File: src/rtl/pksat_pkg.sv
// Shared encodings for the packed saturating lane adder.
// Assumes a 32-bit control word with the sticky flag at a fixed bit.
package pksat_pkg;
    localparam int CTL_W       = 32;
    localparam int CTL_OVF_BIT = 20;

    typedef enum logic [1:0] {
        MODE_WRAP     = 2'd0,
        MODE_SAT      = 2'd1,
        MODE_HALF     = 2'd2,
        MODE_HALF_RND = 2'd3
    } arith_mode_e;

    localparam logic [1:0] WID_BYTE = 2'd0;
    localparam logic [1:0] WID_HALF = 2'd1;
endpackage

File: src/rtl/pksat_lane.sv
// One arithmetic lane of width W: add/sub with wrap, saturate or halve.
// Assumes the caller resolves signedness; purely combinational.
module pksat_lane
    import pksat_pkg::*;
#(
    parameter int W = 16
) (
    input  logic [W-1:0] a,
    input  logic [W-1:0] b,
    input  logic         is_signed,
    input  logic         is_sub,
    input  arith_mode_e  mode,
    output logic [W-1:0] res,
    output logic         ovf
);
    localparam int XW = W + 2;

    logic [XW-1:0] ea, eb, full;
    logic          range_err;
    logic          a_pos;
    logic [W-1:0]  pos_lim, neg_lim, sat_val;

    // Extend both operands two bits so the exact result fits.
    always_comb begin
        ea   = is_signed ? {{2{a[W-1]}}, a} : {2'b00, a};
        eb   = is_signed ? {{2{b[W-1]}}, b} : {2'b00, b};
        full = is_sub ? (ea - eb) : (ea + eb);
    end

    // Detect a result outside the lane range and pick the clamp value.
    always_comb begin
        range_err = is_signed ? (full[W] != full[W-1]) : (full[W+1] | full[W]);
        a_pos     = ~a[W-1] & (|a);
        pos_lim   = {1'b0, {(W-1){1'b1}}};
        neg_lim   = {1'b1, {(W-1){1'b0}}};
        if (is_signed)
            sat_val = a_pos ? pos_lim : neg_lim;
        else
            sat_val = is_sub ? '0 : '1;
    end

    // Select the lane result by mode; halving adds the dropped bit when rounding.
    always_comb begin
        case (mode)
            MODE_WRAP:     res = full[W-1:0];
            MODE_SAT:      res = range_err ? sat_val : full[W-1:0];
            MODE_HALF:     res = full[W:1];
            default:       res = full[W:1] + W'(full[0]);
        endcase
        ovf = range_err & ~mode[1];
    end
endmodule

File: src/rtl/pksat_ctl.sv
// Control word: software-writable storage with a sticky overflow flag.
// Assumes the write and the overflow set may coincide; the set wins for its bit.
module pksat_ctl
    import pksat_pkg::*;
(
    input  logic             clk,
    input  logic             rst_n,
    input  logic             wr,
    input  logic [CTL_W-1:0] wdata,
    input  logic             set_ovf,
    output logic [CTL_W-1:0] rdata
);
    logic [CTL_W-1:0] ctl_q;

    // Load on write, otherwise keep; OR in the sticky flag on overflow.
    always_ff @(posedge clk) begin
        if (!rst_n) begin
            ctl_q <= '0;
        end else begin
            ctl_q <= (wr ? wdata : ctl_q) | (CTL_W'(set_ovf) << CTL_OVF_BIT);
        end
    end

    assign rdata = ctl_q;

    AST_STICKY_HOLD: assert property (@(posedge clk) disable iff (!rst_n)
        (!wr && rdata[CTL_OVF_BIT]) |=> rdata[CTL_OVF_BIT]);
    AST_WRITE_LOAD: assert property (@(posedge clk) disable iff (!rst_n)
        (wr && !set_ovf) |=> (rdata == $past(wdata)));
    AST_OVF_SETS: assert property (@(posedge clk) disable iff (!rst_n)
        set_ovf |=> rdata[CTL_OVF_BIT]);
endmodule

File: src/rtl/pksat_alu.sv
// Packed lane adder top: byte, half and word lanes side by side, width mux,
// one-cycle result register and control word. Assumes DATA_W is a multiple of 16.
module pksat_alu
    import pksat_pkg::*;
#(
    parameter int DATA_W = 32
) (
    input  logic              clk,
    input  logic              rst_n,
    input  logic              op_valid,
    input  logic [1:0]        op_width,
    input  logic              op_signed,
    input  logic              op_sub,
    input  logic [1:0]        op_mode,
    input  logic [DATA_W-1:0] src_a,
    input  logic [DATA_W-1:0] src_b,
    output logic              res_valid,
    output logic [DATA_W-1:0] res_data,
    input  logic              ctl_wr,
    input  logic [CTL_W-1:0]  ctl_wdata,
    output logic [CTL_W-1:0]  ctl_rdata
);
    localparam int N8  = DATA_W / 8;
    localparam int N16 = DATA_W / 16;

    arith_mode_e              mode;
    logic [N8-1:0][7:0]       r8;
    logic [N16-1:0][15:0]     r16;
    logic [DATA_W-1:0]        r32;
    logic [N8-1:0]            o8;
    logic [N16-1:0]           o16;
    logic                     o32;
    logic [DATA_W-1:0]        sel_res;
    logic                     sel_ovf;

    assign mode = arith_mode_e'(op_mode);

    // Byte lanes are always unsigned.
    for (genvar g = 0; g < N8; g++) begin : g_byte
        pksat_lane #(.W(8)) u_lane (
            .a(src_a[g*8 +: 8]), .b(src_b[g*8 +: 8]),
            .is_signed(1'b0), .is_sub(op_sub), .mode(mode),
            .res(r8[g]), .ovf(o8[g])
        );
    end

    // Half lanes follow the signed request.
    for (genvar g = 0; g < N16; g++) begin : g_half
        pksat_lane #(.W(16)) u_lane (
            .a(src_a[g*16 +: 16]), .b(src_b[g*16 +: 16]),
            .is_signed(op_signed), .is_sub(op_sub), .mode(mode),
            .res(r16[g]), .ovf(o16[g])
        );
    end

    // The full-word lane is always signed.
    pksat_lane #(.W(DATA_W)) u_word (
        .a(src_a), .b(src_b), .is_signed(1'b1), .is_sub(op_sub), .mode(mode),
        .res(r32), .ovf(o32)
    );

    // Pick the result and overflow of the requested lane width.
    always_comb begin
        case (op_width)
            WID_BYTE: begin sel_res = r8;  sel_ovf = |o8;  end
            WID_HALF: begin sel_res = r16; sel_ovf = |o16; end
            default:  begin sel_res = r32; sel_ovf = o32;  end
        endcase
    end

    // Register the result and its strobe.
    always_ff @(posedge clk) begin
        if (!rst_n) begin
            res_valid <= 1'b0;
            res_data  <= '0;
        end else begin
            res_valid <= op_valid;
            if (op_valid) res_data <= sel_res;
        end
    end

    pksat_ctl u_ctl (
        .clk(clk), .rst_n(rst_n), .wr(ctl_wr), .wdata(ctl_wdata),
        .set_ovf(op_valid & sel_ovf), .rdata(ctl_rdata)
    );

    AST_VALID_LATENCY: assert property (@(posedge clk) disable iff (!rst_n)
        op_valid |=> res_valid);
    AST_IDLE_HOLD: assert property (@(posedge clk) disable iff (!rst_n)
        !op_valid |=> (!res_valid && $stable(res_data)));
    AST_HALF_QUIET: assert property (@(posedge clk) disable iff (!rst_n)
        (op_valid && op_mode[1] && !ctl_wr && !ctl_rdata[CTL_OVF_BIT])
        |=> !ctl_rdata[CTL_OVF_BIT]);
endmodule

File: config.mk
export PLATFORM = sky130hd
export DESIGN_NAME = pksat_alu
export DESIGN_NICKNAME = d
export VERILOG_FILES = /design/src/rtl/pksat_pkg.sv /design/src/rtl/pksat_lane.sv /design/src/rtl/pksat_ctl.sv /design/src/rtl/pksat_alu.sv
export SDC_FILE = /design/constraint.sdc
export NUM_CORES = 1
export LEC_CHECK = 0
export BUFFER_PORTS_ARGS = -buffer_cell sky130_fd_sc_hd__buf_2
export CORE_MARGIN = 1
export CORE_UTILIZATION = 50
export CTS_BUF_LIST = sky130_fd_sc_hd__clkbuf_16
export DETAILED_ROUTE_END_ITERATION = 8
export PLACE_DENSITY = 0.7
export RECOVER_POWER = 50
export SLEW_MARGIN = 20
export SYNTH_ARGS = -nofsm -noshare
export SYNTH_HDL_FRONTEND = slang
export SYNTH_SLANG_ARGS = --single-unit
File: constraint.sdc
create_clock -name clk -period 7 [get_ports clk]
set_input_delay 1.05 -clock clk [delete_from_list [all_inputs] [get_ports clk]]
set_output_delay 1.05 -clock clk [all_outputs]
set_load 0.005 [all_outputs]
==> impl_metrics.yaml <==
outcome:
  status: "finished, violations left"
  violations: "max-capacitance violations, max-slew violations"
grt:
  grt_pass1_wl_um: 84370
  grt_pass1_vias: 14629
  grt_usage_pct: 37.04
  antenna_found_initial: 0
  grt_max_degree: 68
  overflow: 0
sta:
  rsz0062_at_grt: "false"
  hold_violations: 0
  period_minus_slack_ns: 6.726
  max_slew_margin_pct: -59.95
  slew_viol_final: 68
  tightest_slew_ns: 2.399
  fin_crit_sh_pct: 96.08
  max_freq_ghz: 0.1487
  whs_ns: 0.5087
  worst_slack_ns: 0.2741
  timing.setup.tns_ns: 0
  setup_viol: 0
  clock_skew_ns: 0
logic_synthesis:
  syn_avg_cell_area_um2: 7.012
  synth_cell_types: 93
  syn_inst: 2030
  ys_ff_latch: 65
  yosys_warnings: 0
  ys_seq_area_share_pct: 9.142
  synthesis.nets: 2272
  synthFlopType: "dfxtp_1"
  synth-edff-count: 0
  ys_async_sr_fraction_pct: 0
  syn_area_mm2: 0.01423
worst_setup_path:
  critPathSlowestCell: "nor4_2"
  critPathTopFamily: "simple AND/OR/NAND/NOR gates"
  cp-start-kind: "input pin"
  r2r_start: "res_data[21]"
  worstSetupPathType: "in -> reg"
  crit_buf_inv: 1
  endpoint_kind: "flop"
  worstPathRequired_ns: 7.24
  worstPathArrival_ns: 6.97
  critical_path.most_common_cell: "a21oi_1"
  cp_cell_sequence: "buf_2 > or4_1 > nor4_2 > and3_1 > a21oi_1 > xnor2_1 > ha_1 > o21ai_0 > nor2_1 > nor4_1 > o41ai_1 > a21oi_1 > a211oi_4 > xor2_2 > a21boi_0 > or4b_1 > o32ai_1"
  critPathMaxStageDelay_ns: 0.88
  crit_fanout: 7
  cp-startpoint: "src_b[3]"
floorplanning:
  dieArea_mm2: 0.02915
  die_y_um: 170.7
  die_width_um: 170.7
  start_util_pct: 51.09
  num_rows: 61
  coreArea_mm2: 0.02786
  top_level_ports: 171
finish:
  antennaDiodeCount: 0
  most-common-layout-cells: "nor2_1 (173), o21ai_0 (157), nand2_1 (151)"
  area.growth.synth_to_final_pct: 9.670
  layout.cells.most_common: "nor2_1"
  drive_gt1_share_pct: 11.15
  fin_cells: 2513
  fin_nets: 2373
power:
  clockPowerShare_pct: 14.7
  p_per_area_mw_per_mm2: 173.6
  p_int_mw: 1.310
  leakage_nw: 6.386
  power_frac_comb_pct: 69.4
  switchingPower_mw: 1.400
  seqPwrFrac_pct: 15.8
  ir_worst_vdd_v: 0.00009537
  switching_share_pct: 51.67
place:
  dp.cells: 2498
  dp_slack_ns: 0.1804
  hpwl_um: 44290
  io_buffers: 170
  gp_congestion: 1.004
routing:
  wl_um: 55310
  vias: 16866
  vias_per_cell: 6.712
  wl_per_cell_um: 22.01
  drtPass1Iterations: 6
  drc_errors: 0
  drtIter0Drc: 1912
  ant_nets: 0
clocking:
  cts-root-buf: "clkbuf_16"
  clk_latency_ns: 0.33
  numCtsBuffers: 9
  cts-resized-gates: 0
  cts_hold_buf: 0
  clock_path_buffers: 2
  cts_max_level: 3
  clk_pin_slew_ns: 0.06
  cts_sinks: 65
  cts_tree: "done"
  post_cts_buffers: 0
worst_hold_path:
  hp-class: "reg -> reg"
  worstHoldStart: "u_ctl.rdata[28]"
run:
  maxCapViolCount: 1
==> through the flow <==
| step | power [mW] | util [%] | instance area, µm² |
|---|---|---|---|
| detailed placement | 2.243 | 55.29 | 15400 |
| CTS | 2.648 | 56.23 | 15670 |
| global route | 2.878 | 56.03 | 15610 |
| floorplan | 1.672 | - | 14230 |
| finish | 2.710 | 56.03 | 15610 |
| global placement | 2.225 | 55.29 | 15400 |
==> worst paths after layout <==
path                           to  slack [ns]  cells past startpoint
setup / recovery     res_data[29]        0.27                     17
hold / removal    u_ctl.rdata[28]        0.51                      2
setup reg to reg     res_data[21]        5.43                      5
hold reg to reg   u_ctl.rdata[28]        0.51                      2
==> tightest hold or removal path, cell delays in order, from the launching register on <==
cell and delay (ns):
dfxtp_1 0.32, mux2i_1 0.06, nor2b_1 0.09
==> cell type report <==
cell class | instances | area [µm²]
well taps | 378 | 473.0
inverters | 93 | 349.1
clock inverters | 6 | 36.28
repair buffers | 208 | 1086
flip-flops and latches | 65 | 1301
clock buffers | 9 | 225.2
fillers | 2771 | 12250
multi-input cells | 1754 | 12140
==> power groups by stage <==
stage / Clock [mW] / Sequential, mW / Combinational (mW)
after floorplan: 0 / 0.434 / 1.24
after global routing: 0.420 / 0.432 / 2.03
final: 0.399 / 0.429 / 1.88
after CTS: 0.405 / 0.428 / 1.82
after detailed placement: 0 / 0.435 / 1.81
after global placement: 0 / 0.435 / 1.79
==> kinds of logic (layout without fill, tap and decap cells) <==
kind of cell	after synthesis	after routing	synth area share, %
DFF	65	65	9.142
xor gates and xnor gates	114	114	7.120
adders and majority gates	136	136	12.48
muxes	74	74	5.292
buffers and inverters	211	316	5.617
and+or+nand+nor	709	709	25.59
AOI/OAI and AO/OA	721	721	34.76
==> Yosys cell counts (all sizes together) (34+ instances only) <==
library cell / n / share of area (%)
a211oi: 37 / 2.0
a21o: 36 / 1.9
a21oi: 146 / 5.1
a31oi: 36 / 1.6
clkbuf: 104 / 2.8
dfxtp: 65 / 9.1
ha: 126 / 11
inv: 92 / 2.4
mux2i: 64 / 4.5
nand2: 151 / 4.0
nand3: 41 / 1.4
nand4: 34 / 1.5
nor2: 173 / 4.6
nor2b: 54 / 2.4
nor3: 65 / 2.3
o211ai: 37 / 2.0
o21ai: 158 / 5.6
xnor2: 86 / 5.3
==> state kept, by name, summed over array words and instances, names as in the netlist <==
register	cells
res_data	32
u_ctl.rdata	32
res_valid	1
==> layer usage <==
| metal | global-route usage, % | up-vias | routed length [µm] |
|---|---|---|---|
| met5 | 0 | - | 0 |
| met2 | 52.97 | 1020 | 22090 |
| met1 | 56.28 | 7906 | 25400 |
| met3 | 5.182 | 77 | 6465 |
| met4 | 10.69 | 0 | 1351 |
| li1 | - | 7863 | - |
Note: power is estimated with default switching activity, not from simulation.
